==> src/rtl/dram_page.sv <==
module dram_page #(
   parameter int COL_BITS = 3,
   parameter int DW       = 1,
   localparam int COLS    = 1 << COL_BITS,
   localparam int LINE_W  = COLS * DW
) (
   input  logic                clk,
   input  logic                rst_n,
   input  logic                load,
   input  logic [LINE_W-1:0]   load_line,
   input  logic                access,
   input  logic                strobe_off,
   input  logic                close,
   input  logic [COL_BITS-1:0] col,
   input  logic                wr,
   input  logic [DW-1:0]       din,
   output logic [LINE_W-1:0]   line,
   output logic [DW-1:0]       dout,
   output logic                dout_valid
);

   logic [LINE_W-1:0] line_q;
   logic [DW-1:0]     word_q;
   logic              valid_q;

   always_ff @(posedge clk or negedge rst_n) begin
      if (!rst_n) begin
         line_q <= '0;
      end else if (load) begin
         line_q <= load_line;
      end else if (access && wr) begin
         line_q[int'(col)*DW +: DW] <= din;
      end
   end

   always_ff @(posedge clk or negedge rst_n) begin
      if (!rst_n) begin
         word_q  <= '0;
         valid_q <= 1'b0;
      end else if (access) begin
         word_q  <= wr ? din : line_q[int'(col)*DW +: DW];
         valid_q <= 1'b1;
      end else if (strobe_off || close) begin
         word_q  <= '0;
         valid_q <= 1'b0;
      end
   end

   assign line       = line_q;
   assign dout       = valid_q ? word_q : '0;
   assign dout_valid = valid_q;

   // an accepted column edge yields valid data one clock later
   assert_access_valid_R3: assert property (@(posedge clk) disable iff (!rst_n)
      access |=> dout_valid);

   // a released column strobe drops the data
   assert_release_invalid_R5: assert property (@(posedge clk) disable iff (!rst_n)
      (strobe_off && !access) |=> (!dout_valid && dout == '0));

   // a write leaves the new word in the buffer
   assert_write_buffer_R4: assert property (@(posedge clk) disable iff (!rst_n)
      (access && wr && !load) |=> (line_q[int'($past(col))*DW +: DW] == $past(din)));

endmodule

==> config.mk <==
export PLATFORM = sky130hd
export DESIGN_NAME = dram_page
export DESIGN_NICKNAME = d
export VERILOG_FILES = /design/src/rtl/dram_page.sv
export SDC_FILE = /design/constraint.sdc
export NUM_CORES = 1
export LEC_CHECK = 0
export BUFFER_PORTS_ARGS = -buffer_cell sky130_fd_sc_hd__buf_2
export CAP_MARGIN = 10
export CORE_MARGIN = 2
export CORE_UTILIZATION = 35
export DETAILED_ROUTE_END_ITERATION = 12
export GPL_TIMING_DRIVEN = 0
export HOLD_SLACK_MARGIN = 0.08
export PLACE_DENSITY = 0.62
export SYNTH_ARGS = -nofsm -noshare
export SYNTH_HDL_FRONTEND = slang
export SYNTH_SLANG_ARGS = --single-unit
==> constraint.sdc <==
create_clock -name clk -period 1.31 [get_ports clk]
set_input_delay 0.0655 -clock clk [delete_from_list [all_inputs] [get_ports clk]]
set_output_delay 0.0655 -clock clk [all_outputs]
set_load 0.005 [all_outputs]
Yosys cells after proc, flatten, opt, wreduce, memory -nomap -nowiden
Index checks and enable logic that the tools add are counted.
- bits in registers: 10
- logic and storage cells: 19
- add/subtract/negate cells: 1
- shift operators: 3
- mux-type cells: 8
- reductions and logical operators: 4
- operator list (operator ; number):
    negator 3 -> 33 bit ; 1
    variable shift 1 x 33 -> 8 bit (first input constant) ; 1
    variable part select 1 x 33 -> 8 bit ; 1
    2-to-1 mux 8 bit ; 2
    bitwise mux 8 bit ; 1
    variable part select 8 x 4 -> 1 bit ; 1
    2-to-1 mux 1 bit ; 5
    nonzero test 2 bit ; 2
    logical AND 1 bit ; 1
    logical OR 1 bit ; 1

Logic depth before layout (Yosys ltp)
- depth in word-level cells: 5
- depth in mapped cells: 7

Worst setup path before layout
OpenSTA, ideal clock, no wires.
- path kind: input -> register
- start: input col[0]
- end: register line_q[7] (netlist: line[7])
- library setup time: 0.126 ns
- arrival: 1.328 ns
- required time: 1.184 ns
- path slack: -0.144 ns
- stages on the path: 7
- buffers on the path: 1
- path through: inv_1 > ha_1 > ha_1 > and3b_1 > clkbuf_1 > and2_4 > a221o_1
- longest elaborated chain between the ends: 5
- RTL lines (item ; line ; RTL):
    start: declaration ; 14 ; input logic [COL_BITS-1:0] col,
    negator 3 -> 33 bit * ; 32 ; line_q[int'(col)*DW +: DW] <= din;
    variable part select 1 x 33 -> 8 bit or variable shift 1 x 33 -> 8 bit (tied branches) ; 32 ;
    bitwise mux 8 bit * ; 32 ;
    2-to-1 mux 8 bit * ; 31 ; end else if (access && wr) begin
    2-to-1 mux 8 bit * ; 29 ; end else if (load) begin
    end signal: assignment ; 30 ; line_q <= load_line;
    end signal: indexed assignment ; 32 ;
    end: declaration ; 22 ; logic [LINE_W-1:0] line_q;
Every way passes the cells marked *; elsewhere a longest branch is shown, timed or not. The select of a mux whose other input is x is not followed.
A chain may end at the register's enable or synchronous reset.

Final worst setup path
- start: input col[0]
- end: register line_q[3] (netlist: line[3])
Same word-level chain as after synthesis.

==> metrics.txt <==
status finished clean; reg-to-reg critical path startpoint line[6]; gr ovfl total 0; top_reg_cell synth dfrtp_1; family with the most delay on the worst path adder cells; Ys Warns 0; Finished Layout Cells roughly 150; Die X 50.93 um; Initial Util 0.3812; Final Hold Fails 0; final setup fails 0; fin nets 146; ant diodes 0; most frequent cells in the layout buf_2 (25), dlygate4sd3_1 (11), inv_1 (10), dfrtp_1 (10), a311oi_1 (7); Max IR drop VDD 0.4573 mV; Avg Inst Size Synth just under 10 um2; Req. time, crit path 1460 ps; CTS HTree Levels 1; fmax 800.4 MHz; synthesized area 770.7 um2; register area share after synthesis 0.3247; CTS Buf Count 3; Worst setup EP type flip-flop; maximum clock insertion buffer count 2; post-route minimum period 1249 ps; die area between 2000 and 3000 um2; RSZ-0062 raised after global routing no; Root Buffer Master clkbuf_4; via count about 800; Yosys reg bits 10; headroom to the max-slew limit 0.6686; IO Pins 29; routability cong. 0.8280; Final Max Slew Viols 0; vias per inst 5.374; Crit path buffers/inverters 3; Worst path max stage delay 310 ps; final WL 2.075 mm; clock latency on the worst-skew pair 260 ps; initial antenna violation count 0; Worst-Margin Slew 492.5 ps; Critical Path Source col[0]; clock sinks 10; detailed placement HPWL ~1.6 mm; core footprint 2022 um2; CP cell instances buf_6 -> inv_12 -> ha_4 -> ha_4 -> and3_4 -> buf_6 -> and2_4 -> a221o_1; clock-pin transition on the worst setup and hold timing paths 70 ps; share of cells above drive strength 1 0.3667; Synth Net Count 104; drt drc 0; drt wl/cell approximately 14 um; MaxCap Viol Count 0; CP Class in -> reg; arrival time worst endpoint 1400 ps; ANT nets after route 0; FFs w/ async S/R, synth 1.000; clock skew about 0.22 ps; buffers added on ports 27; drt initial violations 10; gate count of the mapped netlist 79; Netlist cell types 33; largest net degree at the start of global routing 11; crit-path max FO 9; first-pass GRT wire length 3.408 mm; most common cell after layout, fill and taps aside buf_2; slowest cell on the critical path a221o_1; setup TNS 0 ps; hold_sp din; Leakage 0.5464 nW; Tot GR Track Use 0.1788; TritonCTS clock tree done; synthesis-to-layout area growth 49.35%; placed instance count roughly 130; number of synthesized flops with an enable pin 0; hold crit path type in -> reg; Core Rows 16; crit start category input pin; crit share post-route 0.9537; first drt pass iteration count 4; Die H 50.93 um; number of post-CTS setup repair buffers 0; P per Cell Area 787.7 nW/um2; Core Util, Final 0.5693; vias in the first global route ~780
-- logic make-up (layout without fill, tap and decap cells) --
family                   count (synthesis)  in the layout  share of synthesized area
buffers and inverters                   17             58                    0.09740
AND/OR/NAND/NOR                         25             25                     0.2078
multiplexers                             2              2                    0.04871
flip-flops                              10             10                     0.3247
adder cells (fa/ha/maj)                  6              6                    0.09740
AO/OA/AOI/OAI                           19             19                     0.2240
-- repair_timing --
item                                    CTS  global route
hold endpoints to repair                 20             0
gates cloned                              0             0
hold buffers                             11             0
gates resized for setup                   4             2
endpoints found under the setup margin    7             4
-- flip-flops by register name, summed over array words and instances (netlist names) --
| signal | cells |
|---|---|
| line | 8 |
| dout_valid | 1 |
| word_q | 1 |
-- worst reg2reg max path: stages (launching register included) --
cell     delay (ps)
dfrtp_1         420
mux4_2          490
nor2_1          120
o31ai_1          90
-- cell type report --
| type | count | area, um2 |
|---|---|---|
| repair buffers | 38 | 257.7 |
| well taps | 27 | 33.78 |
| clock buffers | 4 | 36.28 |
| plain buffers | 4 | 30.03 |
| multi-input cells | 52 | 473.0 |
| flip-flops and latches | 10 | 250.2 |
| inverters | 12 | 70.07 |
| fillers | 196 | 870.8 |
-- metrics by stage --
step / instance area, um2 / power, W / hold slack, ps / worst slack, ps
3_5_place_dp: 999.7 / 0.0006034 / -59.13 / -413.8
5_1_grt: 1151 / 0.0009642 / 121.5 / 26.78
2_1_floorplan: 830.8 / 0.0004945 / -230.1 / -18.80
6_report: 1151 / 0.0009067 / 97.68 / 60.61
4_1_cts: 1159 / 0.0009154 / 88.33 / 6.652
3_3_place_gp: 999.7 / 0.0005983 / -60.53 / -406.4
-- cells in the mapped netlist (all sizes together) (2+ instances only) --
cell | instances | area [um2]
a221o | 6 | 60.06
a311oi | 7 | 61.31
and2 | 3 | 23.78
and3 | 2 | 12.51
and3b | 3 | 27.53
buf | 3 | 22.52
clkbuf | 2 | 7.510
dfrtp | 10 | 250.2
ha | 6 | 75.07
inv | 12 | 45.04
nand2 | 3 | 11.26
nand4 | 2 | 12.51
nor2 | 2 | 7.510
nor2b | 2 | 12.51
nor3 | 2 | 10.01
-- routing by layer --
metal  global-route usage  share of wire  vias to the layer above
met5                    0              0                        -
met3              0.02632          0.038                        2
li1                     -              -                      387
met4               0.1036         0.0067                        0
met1               0.2292           0.47                      378
met2               0.2835           0.48                       23
-- power breakdown --
group	leakage (nW)	total, W	internal [W]	switching, W
Sequential	0.121	0.000358	0.000337	0.0000208
Clock	0.0210	0.000281	0.000169	0.000112
Combinational	0.404	0.000268	0.000146	0.000122
Total	0.546	0.000907	0.000652	0.000255
-- path summary, 6_finish.rpt --
kind	to	slack, ps	cells after the start
hold / removal	word_q	100	3
min in group asynchronous	dout_valid	190	2
hold reg to reg	dout_valid	500	1
max in group asynchronous	line[5]	930	2
setup / recovery	line[3]	60	8
setup reg to reg	word_q	80	3
No activity file was read; power rests on OpenSTA's default activity.
